<file path="src/rtl/split_hyst_leg.sv">
module split_hyst_leg #(
  parameter int W       = 16,
  parameter int DTW     = 12,
  parameter int CLK_KHZ = 100000
) (
  input  logic                clk,
  input  logic                rst_n,
  input  logic                sample,
  input  logic                split_mode,
  input  logic                dt_load,
  input  logic [DTW-1:0]      dt_value,
  input  logic signed [W-1:0] i_ref,
  input  logic signed [W-1:0] i_meas,
  input  logic signed [W-1:0] band,
  output logic                gate_hi,
  output logic                gate_lo,
  output logic                fault
);

  localparam int             DT_CYC = (CLK_KHZ * 33 + 9999) / 10000;
  localparam logic [DTW-1:0] DT_RST = DT_CYC[DTW-1:0];

  logic signed [W:0] ref_x, meas_x, band_x, lo_th, hi_th;
  logic at_lo, at_hi, above_ref, below_ref;
  logic req_hi, req_lo;
  logic c_hi, s_hi, s_lo, n_hi, n_lo, clash;
  logic [DTW-1:0] dt, cnt;

  assign ref_x  = {i_ref[W-1], i_ref};
  assign meas_x = {i_meas[W-1], i_meas};
  assign band_x = {band[W-1], band};
  assign lo_th  = ref_x - band_x;
  assign hi_th  = ref_x + band_x;

  assign at_lo     = meas_x <= lo_th;
  assign at_hi     = meas_x >= hi_th;
  assign above_ref = meas_x >= ref_x;
  assign below_ref = meas_x <= ref_x;

  always_comb begin
    c_hi = req_hi;
    if (at_lo)      c_hi = 1'b1;
    else if (at_hi) c_hi = 1'b0;
    s_hi = req_hi;
    if (at_lo)          s_hi = 1'b1;
    else if (above_ref) s_hi = 1'b0;
    s_lo = req_lo;
    if (at_hi)          s_lo = 1'b1;
    else if (below_ref) s_lo = 1'b0;
    n_hi = split_mode ? s_hi : c_hi;
    n_lo = split_mode ? s_lo : !c_hi;
  end

  assign clash = n_hi & n_lo;

  always_ff @(posedge clk) begin
    if (!rst_n) begin
      req_hi <= 1'b0;
      req_lo <= 1'b0;
      fault  <= 1'b0;
    end else if (sample) begin
      req_hi <= n_hi & !clash;
      req_lo <= n_lo & !clash;
      if (clash) fault <= 1'b1;
    end
  end

  always_ff @(posedge clk) begin
    if (!rst_n) begin
      dt      <= DT_RST;
      cnt     <= '0;
      gate_hi <= 1'b0;
      gate_lo <= 1'b0;
    end else begin
      if (dt_load) dt <= dt_value;
      if ((gate_hi && !req_hi) || (gate_lo && !req_lo)) begin
        cnt     <= dt;
        gate_hi <= gate_hi & req_hi;
        gate_lo <= gate_lo & req_lo;
      end else begin
        if (cnt != '0) cnt <= cnt - 1'b1;
        if (!gate_hi && !gate_lo && cnt == '0) begin
          gate_hi <= req_hi & !req_lo;
          gate_lo <= req_lo & !req_hi;
        end
      end
    end
  end

  assert_no_overlap_R6: assert property (@(posedge clk) disable iff (!rst_n)
    !(gate_hi && gate_lo));

  assert_fault_sticky_R8: assert property (@(posedge clk) disable iff (!rst_n)
    fault |=> fault);

  assert_classic_compl_R3: assert property (@(posedge clk) disable iff (!rst_n)
    (sample && !split_mode) |=> (req_lo != req_hi));

  assert_hi_needs_req_R4: assert property (@(posedge clk) disable iff (!rst_n)
    !req_hi |=> !gate_hi);

  assert_lo_needs_req_R5: assert property (@(posedge clk) disable iff (!rst_n)
    !req_lo |=> !gate_lo);

  assert_fall_blocks_rise_R9: assert property (@(posedge clk) disable iff (!rst_n)
    $fell(gate_lo) |-> !gate_hi);

endmodule

</file>
<file path="config.mk">
export PLATFORM = sky130hd
export DESIGN_NAME = split_hyst_leg
export DESIGN_NICKNAME = d
export VERILOG_FILES = /design/src/rtl/split_hyst_leg.sv
export SDC_FILE = /design/constraint.sdc
export NUM_CORES = 1
export LEC_CHECK = 0
export BUFFER_PORTS_ARGS = -buffer_cell sky130_fd_sc_hd__buf_2
export CORE_MARGIN = 10
export CORE_UTILIZATION = 63
export CTS_CLUSTER_DIAMETER = 60
export DETAILED_ROUTE_END_ITERATION = 10
export PLACE_DENSITY = 0.95
export SLEW_MARGIN = 15
export SYNTH_ARGS = -nofsm -noshare
export SYNTH_HDL_FRONTEND = slang
export SYNTH_SLANG_ARGS = --single-unit
</file>
<file path="constraint.sdc">
create_clock -name clk -period 7.22 [get_ports clk]
set_input_delay 1.083 -clock clk [delete_from_list [all_inputs] [get_ports clk]]
set_output_delay 1.083 -clock clk [all_outputs]
set_load 0.05 [all_outputs]
</file>
==> results of run 1 <==
[stage by stage]
stage	instance area [um^2]	utilization (%)	hold WS, ns
floorplan	3950	-	0.430
finish	4420	73.7	0.470
CTS	4410	73.6	0.479
detailed placement	4320	72.2	0.463
global placement	4320	72.2	0.441
global route	4420	73.7	0.507
[kinds of logic after synthesis]
group / after synthesis / share of synthesized area [%]
buffers and inverters: 69 / 6.68
XOR/XNOR: 27 / 5.98
multiplexers: 12 / 3.04
flip-flops: 29 / 14.7
AND/OR/NAND/NOR: 161 / 20.6
adder cells (fa/ha/maj): 85 / 27.3
AO/OA/AOI/OAI: 124 / 21.7
[report_power, final]
part / switching, mW / internal, mW / leakage, nW
Sequential: 0.0307 / 0.196 / 0.239
Clock: 0.0599 / 0.0754 / 0.0443
Combinational: 0.284 / 0.233 / 1.98
[Yosys cell counts, types with 3 or more instances]
| cell type | n | area (um^2) |
|---|---|---|
| a21o_1 | 8 | 60.1 |
| nor3_1 | 10 | 50.1 |
| a22oi_1 | 4 | 30.0 |
| xor2_1 | 7 | 61.3 |
| clkbuf_1 | 10 | 37.5 |
| ha_1 | 83 | 1040 |
| nor2_1 | 42 | 158 |
| nand3_1 | 16 | 80.1 |
| o211a_1 | 7 | 70.1 |
| o2111ai_1 | 3 | 26.3 |
| mux2i_1 | 12 | 120 |
| a21oi_1 | 33 | 165 |
| dfxtp_1 | 29 | 581 |
| nand2_1 | 30 | 113 |
| nor4_1 | 5 | 31.3 |
| xnor2_1 | 20 | 175 |
| nand4_1 | 10 | 62.6 |
| or3_1 | 11 | 68.8 |
| nand2b_1 | 7 | 43.8 |
| a211oi_1 | 6 | 45.0 |
| o21ai_0 | 21 | 105 |
| inv_1 | 55 | 206 |
| and3_1 | 6 | 37.5 |
| o211ai_1 | 6 | 45.0 |
| or2_2 | 3 | 18.8 |
| o31a_1 | 3 | 26.3 |
| nor2b_1 | 12 | 75.1 |
[path summary, 6_finish.rpt]
path / start / end / slack, ns / depth (start not counted)
worst min-delay path: dt[1]$_SDFFE_PN1P_ / cnt[1]$_SDFFE_PN0P_ / 0.47 / 2
worst max-delay path: i_ref[0] / req_hi$_SDFFE_PN0P_ / 2.02 / 20
worst min register to register: dt[1]$_SDFFE_PN1P_ / cnt[1]$_SDFFE_PN0P_ / 0.47 / 2
worst max register to register: cnt[0]$_SDFFE_PN0P_ / cnt[3]$_SDFFE_PN0P_ / 4.26 / 10
[routing by layer]
metal | wire length, um | vias up | track usage, %
met2 | 5160 | 164 | 36.5
met4 | 242 | 0 | 7.28
met3 | 690 | 23 | 3.39
met1 | 4340 | 1824 | 24.9
li1 | - | 1948 | -
met5 | 0 | - | 0
[flip-flops by register name, summed over array words and instances (netlist names)]
| register | count |
|---|---|
| fault | 1 |
| gate_lo | 1 |
| req_hi | 1 |
| req_lo | 1 |
| cnt | 12 |
| gate_hi | 1 |
| dt | 12 |
[tightest hold or removal path: stages, from the launching register on]
cell,delay (ns)
dfxtp_1,0.31
nand2_1,0.05
a21boi_1,0.06
[cell usage in the layout, fill, tap and decap left out, drive strengths merged, types with 11 or more instances in the layout]
master and instances:
ha 83, buf 67, inv 55, nor2 42
a21oi 33, nand2 30, dfxtp 29, o21ai 21
xnor2 20, nand3 16, or3 13, mux2i 12
nor2b 12, nor3 11
[final cells by class]
class                           instances  area [um^2]
Multi-Input combinational cell        409         3110
Fill cell                             448         1580
Sequential cell                        29          581
Timing Repair Buffer                   67          335
Inverter                               55          206
Tap cell                               75         93.8
Clock buffer                            7         86.3
==> impl_metrics.yaml, run 1 <==
status:
  status: "complete, no violations"
final_layout:
  fin_nets: 717
  fin_cells: 642
  area_delta_synth_final_pct: 11.7
  antenna_cells: 0
  drive_gt1_share_pct: 14.3
sta:
  setup_viol: 0
  tns_ns: 0
  slew_violations: 0
  rsz0062_at_grt: "no"
  max_freq_mhz: 192
  finalHoldViolations: 0
  min_period_over_period_pct: 72.1
  timing.final.crit_period_ns: 5.20
  timing.slew.headroom_pct: 41.3
  finClkSkew_ns: 0.00274
  finalWorstSetupSlack_ns: 2.02
  max_slew.worst_pin.slew_ns: 0.875
grt:
  grt_use_total_pct: 20.8
  grt_pass1_vias: 4026
  antenna_found_initial: 0
  grt_pass1_wl_um: 17800
  grt_start_max_net_pins: 25
  grt_overflow: 0
yosys:
  netlist_instances: 507
  synth.distinct_cells: 62
  ys.flop_type: "dfxtp_1"
  ys_seq_area_share_pct: 14.7
  syn-cell-area_mm2: 0.00395
  synth_edf_count: 0
  async_flop_share_pct: 0
  ys.warnings.count: 0
  syn_area_per_cell_um2: 7.79
  synth_nets: 657
  ys_ff_latch: 29
power:
  p_leak_nw: 2.26
  vdd_drop_max_uv: 238
  p_per_area_mw_per_mm2: 199
  finalPower_mw: 0.879
drt:
  drt-total-wl_um: 10400
  wl_per_cell_um: 16.2
  drc: 0
  vias: 3959
  drtAntennaViolNets: 0
  drt-pass1-iter-count: 5
  avgViaCountPerCell: 6.17
  drtIter0Drc: 239
setup_path:
  end_kind: "flop"
  cp-start-kind: "input port"
  cpLargestDelayFamily: "compound AO/OA/AOI/OAI gates"
  arrival_ns: 5.44
  worstPathCellList: "buf_2, ha_1, inv_1, fa_1, or2_2, a221oi_1, o22ai_1, o41ai_1, o41a_1, a221o_1, xor2_1, ha_1, nand4_1, a211oi_1, a211o_1, a31oi_1, o211ai_1, or2_2, o21ai_0, o211a_1"
  cp.required_ns: 7.45
  slowest_delay_ns: 0.42
  worstPathMaxFanout: 3
  slowest_stage: "o41ai_1"
  path_buf_inv: 2
  crit_type: "in2reg"
die:
  start_util_pct: 66.0
  dieHeight_um: 99.2
  die_area_mm2: 0.00984
  placementRows: 28
  coreArea_mm2: 0.00599
  die_x_um: 99.2
  pin_count: 68
placed_design:
  dp_hpwl_um: 8540
  place.gp.congestion: 0.881
  pre_cts_slack_ns: 1.81
  numPortBuffers: 67
  dp.cells: 635
clock_tree:
  clkTransAtPathRegs_ns: 0.06
  cts_hold_buf: 0
  cts_resized: 0
  cts_buffers: 5
  insertion_delay_ns: 0.29
  h-tree-depth: 2
  clockBufferDepth: 2
  cts_tree: "built"
  cts_sinks: 29
  cts-root-buf: "clkbuf_8"
  post-cts-setup-buffers: 0
hold_path:
  hp-class: "reg2reg"
run:
  max_cap_viol_count: 0
Power figures use the tool's default switching activity.
==> run 2: changes to the inputs <==
--- a/config.mk
+++ b/config.mk
@@ -7,10 +7,10 @@
 export LEC_CHECK = 0
 export BUFFER_PORTS_ARGS = -buffer_cell sky130_fd_sc_hd__buf_2
 export CORE_MARGIN = 10
-export CORE_UTILIZATION = 63
+export CORE_UTILIZATION = 58
 export CTS_CLUSTER_DIAMETER = 60
 export DETAILED_ROUTE_END_ITERATION = 10
-export PLACE_DENSITY = 0.95
+export PLACE_DENSITY = 0.89
 export SLEW_MARGIN = 15
 export SYNTH_ARGS = -nofsm -noshare
 export SYNTH_HDL_FRONTEND = slang
==> constraint.sdc (replaced) <==
create_clock -name clk -period 5.1 [get_ports clk]
set_input_delay 0.765 -clock clk [delete_from_list [all_inputs] [get_ports clk]]
set_output_delay 0.765 -clock clk [all_outputs]
set_load 0.05 [all_outputs]
==> impl_metrics.yaml, run 2 (synthesis results as in run 1) <==
status:
  status: "complete, no violations"
setup_path:
  cp-start-kind: "input port"
  end_kind: "flop"
  crit_type: "in2reg"
  cp.required_ns: 5.33
  worstPathMaxFanout: 3
  arrival_ns: 5.05
drt:
  drc: 0
  drt-total-wl_um: 10300
  avgViaCountPerCell: 6.14
  drt-pass1-iter-count: 5
  drtAntennaViolNets: 0
  vias: 3990
  wl_per_cell_um: 15.9
  drtIter0Drc: 170
final_layout:
  antenna_cells: 0
  fin_area_mm2: 0.00449
  fin_nets: 719
  drive_gt1_share_pct: 15.3
  final_common_cell: "ha_1"
  reg_top3: "cnt x12, dt x12"
  layout_common_cells: "ha_1 (83), buf_2 (67), inv_1 (55)"
  area_delta_synth_final_pct: 13.5
  fillers: 564
  fin_cells: 650
grt:
  grt_pass1_vias: 3939
  grt_pass1_wl_um: 17300
  grt_start_max_net_pins: 25
  grt_use_total_pct: 19.8
  antenna_found_initial: 0
  grt_overflow: 0
clock_tree:
  cts_buffers: 5
  post-cts-setup-buffers: 0
  h-tree-depth: 2
  cts-root-buf: "clkbuf_8"
  insertion_delay_ns: 0.28
  cts_hold_buf: 0
  clockBufferDepth: 2
  clkTransAtPathRegs_ns: 0.06
  cts_tree: "built"
  cts_sinks: 29
sta:
  finalHoldViolations: 0
  slew_violations: 0
  max_freq_mhz: 207
  hold_slack_ns: 0.461
  setup_viol: 0
  finClkSkew_ns: 0.00337
  min_period_over_period_pct: 94.6
  timing.slew.headroom_pct: 45.2
  max_slew.worst_pin.slew_ns: 0.818
  timing.final.crit_period_ns: 4.83
placed_design:
  place_area_mm2: 0.00434
  numPortBuffers: 67
  dp.cells: 642
  place.gp.congestion: 0.876
  dp_hpwl_um: 8720
run:
  max_cap_viol_count: 0
power:
  p_per_area_mw_per_mm2: 288
  p_leak_nw: 2.29
  finalPower_mw: 1.29
  vdd_drop_max_uv: 119
die:
  start_util_pct: 58.8
  pin_count: 68
  placementRows: 30
  die_x_um: 103
  die_area_mm2: 0.0105
  dieHeight_um: 103
  coreArea_mm2: 0.00672
hold_path:
  hp-class: "reg2reg"
==> run 2: metal layers <==
layer	vias up	wire length, um	track usage [%]
li1	1964	-	-
met1	1842	4320	22.5
met2	147	5190	35.7
met3	37	537	3.42
met4	0	297	8.24
met5	-	0	0
==> run 2: worst max-delay path, stage by stage <==
cell and delay, ns:
buf_2 0.11, ha_1 0.18, inv_1 0.06, fa_1 0.38, or2_2 0.30, a221oi_1 0.36
o22ai_1 0.20, o41ai_2 0.30, o41a_1 0.23, a221o_1 0.20, xor2_1 0.20, ha_1 0.30
nand4_1 0.10, a211oi_1 0.09, a211o_1 0.29, a31oi_1 0.17, o211ai_1 0.14, or2_2 0.34
o21ai_0 0.18, o211a_1 0.17
==> run 2: metrics by stage <==
stage	worst slack (ns)	TNS [ns]	utilization [%]
2_1_floorplan	0.628	0	-
3_3_place_gp	0.212	0	64.7
3_5_place_dp	-0.0505	-0.0505	64.7
4_1_cts	0.227	0	66.4
5_1_grt	-0.0191	-0.0191	66.8
6_report	0.273	0	66.8
==> run 2: path summary, 6_finish.rpt <==
| check | depth (start not counted) | slack (ns) | startpoint | end |
|---|---|---|---|---|
| setup / recovery | 20 | 0.27 | i_ref[0] | req_hi$_SDFFE_PN0P_ |
| hold / removal | 2 | 0.46 | dt[1]$_SDFFE_PN1P_ | cnt[1]$_SDFFE_PN0P_ |
| setup reg to reg | 10 | 2.20 | cnt[0]$_SDFFE_PN0P_ | cnt[3]$_SDFFE_PN0P_ |
| hold reg to reg | 2 | 0.46 | dt[1]$_SDFFE_PN1P_ | cnt[1]$_SDFFE_PN0P_ |
==> run 2: report_power, final <==
group	internal [mW]	total [mW]	switching, mW	leakage (nW)
Combinational	0.333	0.725	0.393	2.00
Sequential	0.277	0.319	0.0421	0.239
Clock	0.159	0.248	0.0899	0.0574
Total	0.768	1.29	0.525	2.29
==> run 2: what timing repair did <==
| action | in CTS | in global routing |
|---|---|---|
| hold endpoints to repair | 0 | 0 |
| endpoints found under the setup margin | 0 | 3 |
| resized for setup | 0 | 3 |
==> run 2: final cells by class <==
type	instances	area, um^2	share of cell area (%)
clock buffer	6	82.6	1.84
sequential	29	581	12.9
multi-input combinational	409	3130	69.7
tap	80	100	2.23
inverter	55	206	4.60
timing repair buffer	69	350	7.81
clock inverter	2	37.5	0.837
==> run 3: changes to the inputs <==
--- a/config.mk
+++ b/config.mk
@@ -6,11 +6,12 @@
 export NUM_CORES = 1
 export LEC_CHECK = 0
 export BUFFER_PORTS_ARGS = -buffer_cell sky130_fd_sc_hd__buf_2
+export CAP_MARGIN = 10
 export CORE_MARGIN = 10
-export CORE_UTILIZATION = 58
+export CORE_UTILIZATION = 40
 export CTS_CLUSTER_DIAMETER = 60
 export DETAILED_ROUTE_END_ITERATION = 10
-export PLACE_DENSITY = 0.89
+export PLACE_DENSITY = 0.67
 export SLEW_MARGIN = 15
 export SYNTH_ARGS = -nofsm -noshare
 export SYNTH_HDL_FRONTEND = slang
==> impl_metrics.yaml, run 3 (synthesis results as in run 1) <==
placed_design:
  pre_cts_slack_ns: 0.0116
  place_area_mm2: 0.00442
  numPortBuffers: 67
  dp_hpwl_um: 8490
  place.gp.congestion: 0.880
grt:
  antenna_found_initial: 0
  grt_pass1_wl_um: 17200
  grt_use_total_pct: 13.7
  grt_overflow: 0
  grt_start_max_net_pins: 25
  grt_pass1_vias: 3850
clock_tree:
  clkTransAtPathRegs_ns: 0.06
  cts_buffers: 5
  post-cts-setup-buffers: 0
  cts_tree: "built"
  cts-root-buf: "clkbuf_8"
  cts_sinks: 29
  h-tree-depth: 2
  insertion_delay_ns: 0.28
  clockBufferDepth: 2
power:
  p_leak_nw: 2.28
  internal-power_mw: 0.705
  power.net_switching_mw: 0.500
  vdd_drop_max_uv: 169
  p_comb_share_pct: 59.0
  swShare_pct: 41.5
  p_seq_share_pct: 26.3
  p_per_area_mw_per_mm2: 267
  p_clk_share_pct: 14.7
sta:
  finalHoldViolations: 0
  max_freq_mhz: 210
  tns_ns: 0
  slew_violations: 0
  max_slew.worst_pin.slew_ns: 0.804
  timing.final.crit_period_ns: 4.76
  rsz0062_at_grt: "no"
  hold_slack_ns: 0.460
  min_period_over_period_pct: 93.4
  setup_viol: 0
  finClkSkew_ns: 0.00421
  finalWorstSetupSlack_ns: 0.336
  timing.slew.headroom_pct: 46.1
run:
  max_cap_viol_count: 0
final_layout:
  final_common_cell: "ha_1"
  fillers: 972
  layout_common_cells: "ha_1 (83), buf_2 (67), inv_1 (55)"
  reg_top3: "cnt x12, dt x12"
  drive_gt1_share_pct: 14.9
  fin_nets: 720
  fin_area_mm2: 0.00452
  area_delta_synth_final_pct: 14.4
  antenna_cells: 0
setup_path:
  setup.worst_path.start: "i_ref[0]"
  cp-start-kind: "input port"
  timing.rr.start: "cnt[0]$_SDFFE_PN0P_"
  reg2regPathDepth: 10
  arrival_ns: 4.99
  end_kind: "flop"
  cp.required_ns: 5.33
  worstPathMaxFanout: 3
  r2r_end: "cnt[3]$_SDFFE_PN0P_"
  crit_type: "in2reg"
  r2r_setup_slack_ns: 2.27
  crit_end: "req_hi$_SDFFE_PN0P_"
die:
  start_util_pct: 40.8
  coreArea_mm2: 0.00968
  dieHeight_um: 119
  die_x_um: 119
  placementRows: 36
  die_area_mm2: 0.0143
  pin_count: 68
drt:
  drt-total-wl_um: 10000
  vias: 3802
  drt-pass1-iter-count: 4
  avgViaCountPerCell: 5.40
  wl_per_cell_um: 14.2
  drc: 0
  drtAntennaViolNets: 0
  drtIter0Drc: 205
status:
  status: "complete, no violations"
hold_path:
  hp-class: "reg2reg"
## run 3: cell count changes in the layout (fill, tap and decap cells not counted), sizes merged
cell,delta
clkbuf,+2
buf,+1
bufinv,-1
clkinvlp,-1
## run 3: layout make-up
cell class                      count  area [um^2]  share of cell area [%]
Sequential cell                    29          581                    12.8
Inverter                           55          206                    4.57
Tap cell                          133          166                    3.68
Timing Repair Buffer               70          358                    7.92
Multi-Input combinational cell    409         3130                    69.2
Clock buffer                        8         80.1                    1.77
## run 3: repair_timing
| item | in CTS | in global routing |
|---|---|---|
| resized for setup | 0 | 3 |
| hold buffers | 0 | 0 |
| endpoints found under the setup margin | 0 | 3 |
## run 3: per-stage QoR
stage	utilization [%]	instances	total power [mW]
after floorplan	-	507	0.867
after global placement	45.6	696	1.00
after detailed placement	45.6	696	1.03
after CTS	46.4	704	1.21
after global routing	46.7	704	1.33
final	46.7	704	1.21
## run 3: power groups by stage
stage / logic, mW / registers (mW) / clock network [mW]
finish: 0.711 / 0.317 / 0.177
global route: 0.813 / 0.324 / 0.193
CTS: 0.710 / 0.316 / 0.184
detailed placement: 0.705 / 0.321 / 0
global placement: 0.682 / 0.319 / 0
floorplan: 0.551 / 0.316 / 0
## run 3: critical path, stage by stage
cell and delay (ns):
buf_2 0.10, ha_1 0.17, inv_1 0.06, fa_1 0.39
or2_2 0.31, a221oi_1 0.36, o22ai_1 0.20, o41ai_2 0.29
o41a_1 0.23, a221o_1 0.20, xor2_1 0.15, ha_1 0.27
nand4_1 0.12, a211oi_1 0.09, a211o_1 0.26, a31oi_1 0.18
o211ai_1 0.14, or2_2 0.33, o21ai_0 0.19, o211a_1 0.17
## run 3: per-layer routing
layer	vias to the layer above	routed length (um)	global-route usage, %
li1	1953	-	-
met2	91	4890	24.6
met3	14	419	2.55
met1	1744	4580	16.9
met5	-	0	0
met4	0	123	2.41
## run 3: how the worst min path moves through the flow
| stage | start | end | slack [ns] | cells past startpoint |
|---|---|---|---|---|
| floorplan | dt[1]$_SDFFE_PN1P_ | cnt[1]$_SDFFE_PN0P_ | 0.43 | 2 |
| global placement | dt[1]$_SDFFE_PN1P_ | cnt[1]$_SDFFE_PN0P_ | 0.44 | 2 |
| detailed placement | dt[1]$_SDFFE_PN1P_ | cnt[1]$_SDFFE_PN0P_ | 0.46 | 2 |
| CTS | dt[1]$_SDFFE_PN1P_ | cnt[1]$_SDFFE_PN0P_ | 0.46 | 2 |
| global route | dt[1]$_SDFFE_PN1P_ | cnt[1]$_SDFFE_PN0P_ | 0.48 | 2 |
| finish | dt[1]$_SDFFE_PN1P_ | cnt[1]$_SDFFE_PN0P_ | 0.46 | 2 |
